## src/rtl/fss_pkg.sv

```systemverilog
// Shared types and constants for the dual fan speed selector.
// Assumes 4-bit speed codes and a 15-step PWM period (duty = code/15).
package fss_pkg;
    localparam int CODE_W    = 4;
    localparam int PWM_STEPS = 15;
    typedef logic [CODE_W-1:0] speed_code_t;
    localparam speed_code_t CODE_OFF  = speed_code_t'(0);
    localparam speed_code_t CODE_FULL = speed_code_t'(PWM_STEPS);
endpackage

```

## src/rtl/fss_arbiter.sv

```systemverilog
// Speed code arbiter for one fan.
// Picks off / full / alarm / hot-plug / minimum in that precedence. The
// hp_first bit settles a tie between alarm and hot-plug. The result is
// registered. Assumes the alarm and hot-plug requests arrive already
// masked for this fan.
module fss_arbiter
    import fss_pkg::*;
(
    input  logic        clk,
    input  logic        rst_n,
    input  logic        installed,
    input  logic        force_full,
    input  logic        alarm_req,
    input  logic        hp_req,
    input  logic        hp_first,
    input  speed_code_t min_code,
    input  speed_code_t alarm_code,
    input  speed_code_t hp_code,
    output speed_code_t code_q
);
    speed_code_t code_d;

    // Layered choice of the next speed code.
    always_comb begin
        if (!installed)
            code_d = CODE_OFF;
        else if (force_full)
            code_d = CODE_FULL;
        else if (alarm_req && hp_req)
            code_d = hp_first ? hp_code : alarm_code;
        else if (alarm_req)
            code_d = alarm_code;
        else if (hp_req)
            code_d = hp_code;
        else
            code_d = min_code;
    end

    // Register the selected code.
    always_ff @(posedge clk) begin
        if (!rst_n) code_q <= CODE_OFF;
        else        code_q <= code_d;
    end


    off_when_absent_chk: assert property (@(posedge clk) disable iff (!rst_n)
        !installed |=> code_q == CODE_OFF);

    full_wins_chk: assert property (@(posedge clk) disable iff (!rst_n)
        (installed && force_full) |=> code_q == CODE_FULL);

    tie_break_chk: assert property (@(posedge clk) disable iff (!rst_n)
        (installed && !force_full && alarm_req && hp_req && !hp_first)
        |=> code_q == $past(alarm_code));
endmodule

```

## src/rtl/fss_pwm.sv

```systemverilog
// PWM generator for one fan.
// A prescaler of (BASE_DIV << fsel) clocks advances a 15-step counter.
// The output is high while step < duty. The duty is reloaded from code_in
// only when the counter wraps, so each period uses a single duty.
// Assumes BASE_DIV << 3 fits in PRE_W bits.
module fss_pwm
    import fss_pkg::*;
#(
    parameter int BASE_DIV = 33333,
    parameter int PRE_W    = 20
) (
    input  logic        clk,
    input  logic        rst_n,
    input  speed_code_t code_in,
    input  logic [1:0]  fsel,
    output logic        pwm_out
);
    localparam speed_code_t LAST_STEP = speed_code_t'(PWM_STEPS - 1);

    logic [PRE_W-1:0] pre_cnt;
    logic [PRE_W-1:0] pre_lim;
    logic             tick;
    speed_code_t      step;
    speed_code_t      duty_q;

    assign pre_lim = (PRE_W'(BASE_DIV) << fsel) - PRE_W'(1);
    assign tick    = (pre_cnt >= pre_lim);

    // Prescaler: one tick every BASE_DIV << fsel clocks.
    always_ff @(posedge clk) begin
        if (!rst_n)    pre_cnt <= '0;
        else if (tick) pre_cnt <= '0;
        else           pre_cnt <= pre_cnt + PRE_W'(1);
    end

    // Step counter and period-boundary duty reload.
    always_ff @(posedge clk) begin
        if (!rst_n) begin
            step   <= '0;
            duty_q <= CODE_OFF;
        end else if (tick) begin
            if (step == LAST_STEP) begin
                step   <= '0;
                duty_q <= code_in;
            end else begin
                step <= step + speed_code_t'(1);
            end
        end
    end

    assign pwm_out = (step < duty_q);


    duty_hold_chk: assert property (@(posedge clk) disable iff (!rst_n)
        !(tick && step == LAST_STEP) |=> $stable(duty_q));

    step_on_tick_chk: assert property (@(posedge clk) disable iff (!rst_n)
        !tick |=> $stable(step));

    full_high_chk: assert property (@(posedge clk) disable iff (!rst_n)
        duty_q == CODE_FULL |-> pwm_out);

    zero_low_chk: assert property (@(posedge clk) disable iff (!rst_n)
        duty_q == CODE_OFF |-> !pwm_out);
endmodule

```

## src/rtl/fan_speed_sel.sv

```systemverilog
// Dual fan speed selector with PWM drive (top).
// Masks the system events per fan, arbitrates a speed code per fan and
// drives one PWM generator per fan. Assumes all event flags are already
// synchronous to clk and qualified by their own detectors.
module fan_speed_sel
    import fss_pkg::*;
#(
    parameter int N_FANS   = 2,
    parameter int BASE_DIV = 33333,
    parameter int PRE_W    = 20
) (
    input  logic                          clk,
    input  logic                          rst_n,
    input  logic [N_FANS-1:0][7:0]        speed_cfg,
    input  logic [N_FANS-1:0][7:0]        fan_cfg,
    input  logic [N_FANS-1:0]             installed,
    input  logic                          mon_en,
    input  logic [N_FANS-1:0]             force_alarm,
    input  logic [N_FANS-1:0]             force_hp,
    input  logic [N_FANS-1:0]             force_full,
    input  logic [N_FANS-1:0]             hp_first,
    input  logic [N_FANS-1:0]             ev_tach,
    input  logic [N_FANS-1:0]             ev_fault,
    input  logic                          ev_temp,
    input  logic                          ev_gpio,
    input  logic                          ev_cfault,
    input  logic [N_FANS-1:0]             ev_unplug,
    input  logic [N_FANS-1:0]             en_tach,
    input  logic [N_FANS-1:0]             en_fault,
    input  logic [N_FANS-1:0]             en_temp,
    input  logic [N_FANS-1:0]             en_gpio,
    input  logic [N_FANS-1:0]             en_cfault,
    input  logic [N_FANS-1:0]             en_unplug,
    output logic [N_FANS-1:0]             pwm_out,
    output logic [N_FANS-1:0][CODE_W-1:0] sel_code
);
    logic       any_tach;
    logic       any_fault;
    logic [N_FANS-1:0] alarm_req;
    logic [N_FANS-1:0] hp_req;

    assign any_tach  = |ev_tach;
    assign any_fault = |ev_fault;

    for (genvar i = 0; i < N_FANS; i++) begin : g_fan
        localparam logic [N_FANS-1:0] OTHERS = ~(N_FANS'(1) << i);

        // Per-fan masked alarm and hot-plug requests.
        assign alarm_req[i] = force_alarm[i] | ~mon_en
                            | (en_tach[i]   & any_tach)
                            | (en_fault[i]  & any_fault)
                            | (en_temp[i]   & ev_temp)
                            | (en_gpio[i]   & ev_gpio)
                            | (en_cfault[i] & ev_cfault);
        assign hp_req[i]    = force_hp[i] | (en_unplug[i] & |(ev_unplug & OTHERS));

        fss_arbiter u_arb (
            .clk        (clk),
            .rst_n      (rst_n),
            .installed  (installed[i]),
            .force_full (force_full[i]),
            .alarm_req  (alarm_req[i]),
            .hp_req     (hp_req[i]),
            .hp_first   (hp_first[i]),
            .min_code   (speed_cfg[i][3:0]),
            .alarm_code (speed_cfg[i][7:4]),
            .hp_code    (fan_cfg[i][3:0]),
            .code_q     (sel_code[i])
        );

        fss_pwm #(.BASE_DIV(BASE_DIV), .PRE_W(PRE_W)) u_pwm (
            .clk     (clk),
            .rst_n   (rst_n),
            .code_in (sel_code[i]),
            .fsel    (fan_cfg[i][5:4]),
            .pwm_out (pwm_out[i])
        );


        absent_quiet_chk: assert property (@(posedge clk) disable iff (!rst_n)
            (!installed[i] && $past(!installed[i]) && sel_code[i] == CODE_OFF)
            |=> !pwm_out[i] || $past(pwm_out[i]));

        mon_off_chk: assert property (@(posedge clk) disable iff (!rst_n)
            (!mon_en && installed[i] && !force_full[i] && !hp_req[i])
            |=> sel_code[i] == $past(speed_cfg[i][7:4]));
    end
endmodule

```

## config.mk

```make
export PLATFORM = sky130hd
export DESIGN_NAME = fan_speed_sel
export DESIGN_NICKNAME = d
export VERILOG_FILES = /design/src/rtl/fss_pkg.sv /design/src/rtl/fss_arbiter.sv /design/src/rtl/fss_pwm.sv /design/src/rtl/fan_speed_sel.sv
export SDC_FILE = /design/constraint.sdc
export NUM_CORES = 1
export LEC_CHECK = 0
export BUFFER_PORTS_ARGS = -buffer_cell sky130_fd_sc_hd__buf_2
export CAP_MARGIN = 20
export CORE_MARGIN = 2
export CORE_UTILIZATION = 58
export CTS_BUF_LIST = sky130_fd_sc_hd__clkbuf_4
export CTS_CLUSTER_DIAMETER = 150
export CTS_CLUSTER_SIZE = 30
export DETAILED_ROUTE_END_ITERATION = 10
export PLACE_DENSITY = 0.82
export SETUP_SLACK_MARGIN = 0.5
export SLEW_MARGIN = 25
export SYNTH_ARGS = -nofsm -noshare
export SYNTH_HDL_FRONTEND = slang
export SYNTH_HIERARCHICAL = 1
export SYNTH_SLANG_ARGS = --single-unit
```

## constraint.sdc

```tcl
create_clock -name clk -period 3.85 [get_ports clk]
set_clock_uncertainty 0.05 [all_clocks]
set_input_delay 0.77 -clock clk [delete_from_list [all_inputs] [get_ports clk]]
set_output_delay 0.77 -clock clk [all_outputs]
set_load 0.03 [all_outputs]
```

==> impl_metrics.tcl, run 1 <==
set metrics [dict create \
    outcome "finished, final reports clean" \
    max_stage_delay_ns 0.46 \
    ys_seq_area_share_pct 29.92 \
    end_kind "flip-flop" \
    drv_cap 0 \
    p_per_area_nw_per_um2 270.2 \
    cp_max_fo 7 \
    syn_inst 479 \
    num_vias 3653 \
    gr-usage-met1_pct 25.21 \
    clock_path_buffers 2 \
    period_needed_ns 2.945 \
    dieWidth_um 89.92 \
    setup_viol 0 \
    cts_buffers 9 \
    place_congestion 0.8483 \
    cts_max_level 3 \
    synthXorXnorAreaFrac_pct 7.364 \
    first_pass_iters 4 \
    busiest_layer "met2" \
    vdd.ir_drop.worst_mv 0.1439 \
    finalNetCount 684 \
    path_class "primary input to flip-flop" \
    synth_compound_area_share_pct 15.02 \
    place_ws_ns 0.5148 \
    grt_max_degree 32 \
    wl_mm 8.494 \
    hp-class "flip-flop to flip-flop" \
    synth_area_um2 4282 \
    final.setup.tns_ns 0 \
    p_int_uw 949.0 \
    synth_cell_types 54 \
    grt_pass1_wl_mm 14.73 \
    switchingPower_uw 360.8 \
    grt_overflow 0 \
    die_y_um 89.92 \
    p_seq_share_pct 52.1 \
    post_route_cells_drive_above_1_share_pct 18.04 \
    hold_viol 0 \
    path_common_cell "ha_1" \
    max_freq_mhz 339.5 \
    ys_top_cells_by_area "dfxtp_1 30%, ha_1 18%, xor2_1 4.9%" \
    async_flop_share_pct 0 \
    grtUsageMet2_pct 39.20 \
    switching_share_pct 27.55 \
    cts.reportedPaths.clkPinSlew_ns 0.11 \
    path_cells "buf_2 -> inv_1 -> ha_1 -> ha_1 -> a211o_1 -> a31oi_1 -> o31ai_1 -> a221oi_4 -> a21oi_1 -> o221a_2" \
    initial_core_util_pct 59.35 \
    grt_pass1_vias 3513 \
    synth_top_area_share_pct 29.92 \
    holdWs_ns 0.4134 \
    p_leak_nw 2.224 \
    drt_first_iter_violations 192 \
    tightest_slew_ns 0.5807 \
    cp_data_arrival_time_ns 3.18 \
    portBuffers 71 \
    cts_root_buf "clkbuf_4" \
    rsz0062_at_grt "no" \
    met3_usage_pct 4.107 \
    cp_slowest_cell "a221oi_4" \
    final_common_cell "buf_2" \
    yosysTopAreaCell "dfxtp_1" \
    p_clk_share_pct 34.3 \
    synth_fa_ha_area_share_pct 18.12 \
    clock_latency_ns 0.39 \
    critical_path_required_ns 4.09 \
    synthMuxAreaShare_pct 5.845 \
    dieArea_um2 8086 \
    cts_resized 0 \
    fin_crit_sh_pct 76.50 \
    maxSlewViolCount 0 \
    synth_warnings 6 \
    p_comb_share_pct 13.6 \
    synth_top_family_by_area "simple AND/OR/NAND/NOR gates" \
    syn_to_final_growth_pct 13.21 \
    antenna_found_initial 0 \
    cts_hold_buf 0 \
    fin_ws_ns 0.9048 \
    yosys.area_share.simple_pct 19.55 \
    slew_headroom_pct 61.29 \
    track_usage_pct 21.66 \
    dpl.hpwl_mm 6.655 \
    ys_seq_elements 64 \
    synth_area_per_cell_um2 8.939 \
    cts_tree "done" \
    io_pins 76 \
    postRouteAntennaNets 0 \
    fp.coreArea_um2 7214 \
    drc 0 \
    viasPerCell 5.543 \
    synth_enable_flop_cells 0 \
    clock_sinks 64 \
    start_kind "primary input" \
    final_util_pct 67.19 \
    post_drt_wl_per_cell_um 12.89 \
    final_cell_mix "71 x buf_2, 64 x dfxtp_1, 62 x ha_1, 48 x nor2_1, 42 x nand2_1" \
    insertedDiodeCount 0 \
    rows 31 \
    post-cts-setup-buffers 0 \
    synth-main-ff-cell "dfxtp_1" \
]
## power groups by stage
stage               registers, mW  clock network (mW)  logic, mW
global route                0.684               0.492      0.202
finish                      0.682               0.449      0.179
detailed placement          0.697                   0      0.178
global placement            0.696                   0      0.168
CTS                         0.682               0.464      0.179
floorplan                   0.705                   0      0.104
## per-layer routing
| layer | vias up | routed length (um) |
|---|---|---|
| met5 | - | 0 |
| met4 | 0 | 159 |
| met3 | 16 | 422 |
| met2 | 114 | 4077 |
| met1 | 1671 | 3835 |
| li1 | 1852 | - |
## worst max-delay path, delay by kind of cell
kind,cells,cell delay (ns)
AO/OA/AOI/OAI,6,1.49
adder cells (fa/ha/maj),2,0.61
buffers and inverters,2,0.31
## metrics by stage
step / instance area, um2 / total power [mW] / std cells
floorplan: 4297 / 0.8092 / 483
global placement: 4710 / 0.8646 / 644
detailed placement: 4710 / 0.8745 / 644
CTS: 4847 / 1.325 / 659
global route: 4847 / 1.378 / 659
finish: 4847 / 1.310 / 659
## flip-flops by register name, indices dropped and copies added, names as in the netlist
| name | cells |
|---|---|
| g_fan.u_pwm/duty_q | 8 |
| g_fan.u_pwm/pre_cnt | 40 |
| g_fan.u_arb/code_q | 8 |
| g_fan.u_pwm/step | 8 |
## logic make-up (layout without fill, tap and decap cells)
logic type	count (synthesis)	in the layout
adders and majority gates	62	62
other	2	6
muxes	24	24
buffers and inverters	37	114
AOI/OAI and AO/OA	87	87
DFF	64	64
xor gates and xnor gates	36	36
and+or+nand+nor	167	167
## cell type report
cell class,count,area [um2]
Multi-Input combinational cell,382,2844
Fill cell,591,2367
Tap cell,99,123.9
Timing Repair Buffer,71,355.3
Inverter,28,105.1
Sequential cell,64,1281
Clock inverter,6,70.07
Clock buffer,9,67.56
## synthesized netlist by cell type, types with 4 or more instances
cell and count:
ha_1 62, dfxtp_1 64, mux2i_1 16, nand2b_1 5, a31oi_1 9, buf_6 4, and3_1 9, nand3_1 22
xor2_1 24, nor3_1 5, xnor2_1 12, o21ai_0 10, nand2_1 42, nand4_1 9, and2_1 6, a21o_1 13
a2bb2oi_1 6, mux2_1 8, a21oi_1 25, inv_1 28, and4_1 5, nor2_1 48
## final timing paths
check / from / endpoint / slack (ns) / cells past startpoint
max: fan_cfg[13] / g_fan[1].u_pwm/step[2] / 0.90 / 10
min: g_fan[0].u_pwm/duty_q[3] / g_fan[0].u_pwm/duty_q[3] / 0.41 / 2
max reg2reg: g_fan[0].u_pwm/pre_cnt[0] / g_fan[0].u_pwm/step[2] / 1.36 / 8
min reg2reg: g_fan[0].u_pwm/duty_q[3] / g_fan[0].u_pwm/duty_q[3] / 0.41 / 2
Power figures use the tool's default switching activity.
==> run 2: changes to the inputs <==
==> constraint.sdc (replaced) <==
create_clock -name clk -period 3.1 [get_ports clk]
set_clock_uncertainty 0.05 [all_clocks]
set_input_delay 0.62 -clock clk [delete_from_list [all_inputs] [get_ports clk]]
set_output_delay 0.62 -clock clk [all_outputs]
set_load 0.03 [all_outputs]
==> run 2 against run 1 <==
  * Via count grew 1.9%
  * Cell count grew 1.2%
  * Cell area grew 6.1%
  * Largest cell class unchanged
  * Critical path depth grew 2
  * Sequential share of layout area shrank 1.5 points
==> impl_metrics.tcl, run 2 (synthesized netlist as in run 1, its figures left out) <==
set metrics [dict create \
    outcome "finished, final reports clean" \
    grt_pass1_wl_mm 15.23 \
    r2r_end "g_fan[0].u_pwm/step[1]" \
    timing.rr.start "g_fan[0].u_pwm/pre_cnt[0]" \
    register_area_um2 1284 \
    dieArea_um2 8086 \
    maxSlewViolCount 0 \
    nFillCells 536 \
    rsz0062_at_grt "yes" \
    post_route_cells_drive_above_1_share_pct 23.59 \
    track_usage_pct 22.50 \
    setup_viol 0 \
    rows 31 \
    p_leak_nw 2.280 \
    clock_sinks 64 \
    worst_r2r_path_depth 9 \
    place_area_um2 4821 \
    path_class "primary input to flip-flop" \
    initial_core_util_pct 59.35 \
    dieWidth_um 89.92 \
    drt_first_iter_violations 129 \
    grt_max_degree 32 \
    dpl.hpwl_mm 6.762 \
    first_pass_iters 4 \
    slew_headroom_pct 55.92 \
    p_per_area_nw_per_um2 343.4 \
    tightest_slew_ns 0.6613 \
    grt_overflow 0 \
    cts_max_level 3 \
    largest_reg_flops 40 \
    viasPerCell 5.582 \
    final.setup.tns_ns 0 \
    worstHoldPathCells 2 \
    final_common_cell "buf_2" \
    syn_to_final_growth_pct 20.11 \
    cts.reportedPaths.clkPinSlew_ns 0.12 \
    cts_tree "done" \
    end_kind "flip-flop" \
    place_congestion 0.8549 \
    wl_mm 9.066 \
    placedCellCount 646 \
    drc 0 \
    die_y_um 89.92 \
    multi_input_area_um2 3029 \
    drv_cap 0 \
    period_needed_ns 2.665 \
    critical_path_required_ns 3.40 \
    final_area_um2 5142 \
    num_vias 3723 \
    fp.coreArea_um2 7214 \
    cp_data_arrival_time_ns 2.96 \
    hold_viol 0 \
    grt_pass1_vias 3599 \
    fin_crit_sh_pct 85.98 \
    insertedDiodeCount 0 \
    start_kind "primary input" \
    hold_end "g_fan[0].u_pwm/duty_q[1]" \
    vdd.ir_drop.worst_mv 0.1935 \
    final_cell_mix "69 x buf_2, 62 x dfxtp_1, 53 x ha_1, 45 x nor2_1, 42 x nand2_1" \
    top_register "g_fan.u_pwm/pre_cnt" \
    cp_max_fo 8 \
    hp-start "g_fan[0].u_arb/code_q[1]" \
    max_freq_mhz 375.2 \
    postRouteAntennaNets 0 \
    cts_root_buf "clkbuf_4" \
    io_pins 76 \
    regToRegSetupSlack_ns 0.67 \
    clock_path_buffers 2 \
    portBuffers 71 \
    post_drt_wl_per_cell_um 13.59 \
    final_cell_count_no_fill 667 \
    hp-class "flip-flop to flip-flop" \
    clock_latency_ns 0.42 \
    cts_buffers 9 \
    antenna_found_initial 0 \
    total_power_mw 1.766 \
    finalNetCount 691 \
    holdWs_ns 0.4075 \
]
run 2: cell types whose count changed in the layout (fill, tap and decap cells not counted), moves of 2 or more:
cell / delta
dfxtp_2: +2
nor2_1: -3
inv_1: -5
clkbuf_4: +2
buf_2: -2
buf_6: +2
ha_4: +7
nor2_4: +2
dfxtp_1: -2
ha_1: -9
ha_2: +2
buf_4: +4
a21oi_1: -2
run 2: cell type report:
class / instances / area share (%)
repair buffers: 77 / 8.175
well taps: 99 / 2.409
multi-input cells: 383 / 58.91
clock inverters: 6 / 1.776
inverters: 28 / 2.311
flip-flops and latches: 64 / 24.96
clock buffers: 10 / 1.460
run 2: metrics by stage:
| step | util (%) | setup WS (ns) |
|---|---|---|
| final | 71.28 | 0.4346 |
| after global placement | 66.82 | 0.1234 |
| after global routing | 71.28 | 0.3410 |
| after floorplan | - | 0.4265 |
| after CTS | 69.13 | 0.4930 |
| after detailed placement | 66.82 | 0.05336 |
run 2: worst max-delay path by stage:
stage / from / end / slack, ns / depth (start not counted)
floorplan: fan_cfg[13] / g_fan[1].u_pwm/step[2] / 0.43 / 9
global placement: fan_cfg[5] / g_fan[0].u_pwm/step[0] / 0.12 / 10
detailed placement: fan_cfg[5] / g_fan[0].u_pwm/step[2] / 0.05 / 11
CTS: fan_cfg[5] / g_fan[0].u_pwm/pre_cnt[2] / 0.49 / 11
global route: fan_cfg[5] / g_fan[0].u_pwm/step[1] / 0.34 / 12
finish: fan_cfg[5] / g_fan[0].u_pwm/step[1] / 0.43 / 12
run 2: report_power, final:
part	switching (mW)	internal, mW
clock	0.323	0.340
combinational	0.139	0.116
sequential	0.0121	0.835
run 2: critical path, stage by stage:
cell and delay [ns]:
buf_8 0.10, clkinvlp_4 0.16, ha_2 0.23, inv_1 0.05, ha_1 0.25, nand2b_1 0.20, a2111oi_4 0.36, o211ai_2 0.14
a41oi_4 0.45, buf_4 0.19, o211ai_1 0.09, o21ai_0 0.11
run 2: per-layer routing:
layer  routed length, um  up-vias  part of all wire [%]  GRT usage [%]
li1                    -     1875                     -              -
met1                3963     1723                    44          26.59
met2                4501      110                    50          40.72
met3                 420       15                   4.6          3.772
met4                 180        0                   2.0          8.718
met5                   0        -                     0              0
run 2: repair_timing:
action | in CTS | in global routing
pin swaps | 0 | 12
endpoints found under the setup margin | 1 | 53
gates resized for setup | 0 | 25
hold buffers | 0 | 0
buffers inserted | 0 | 4
gates cloned | 0 | 1
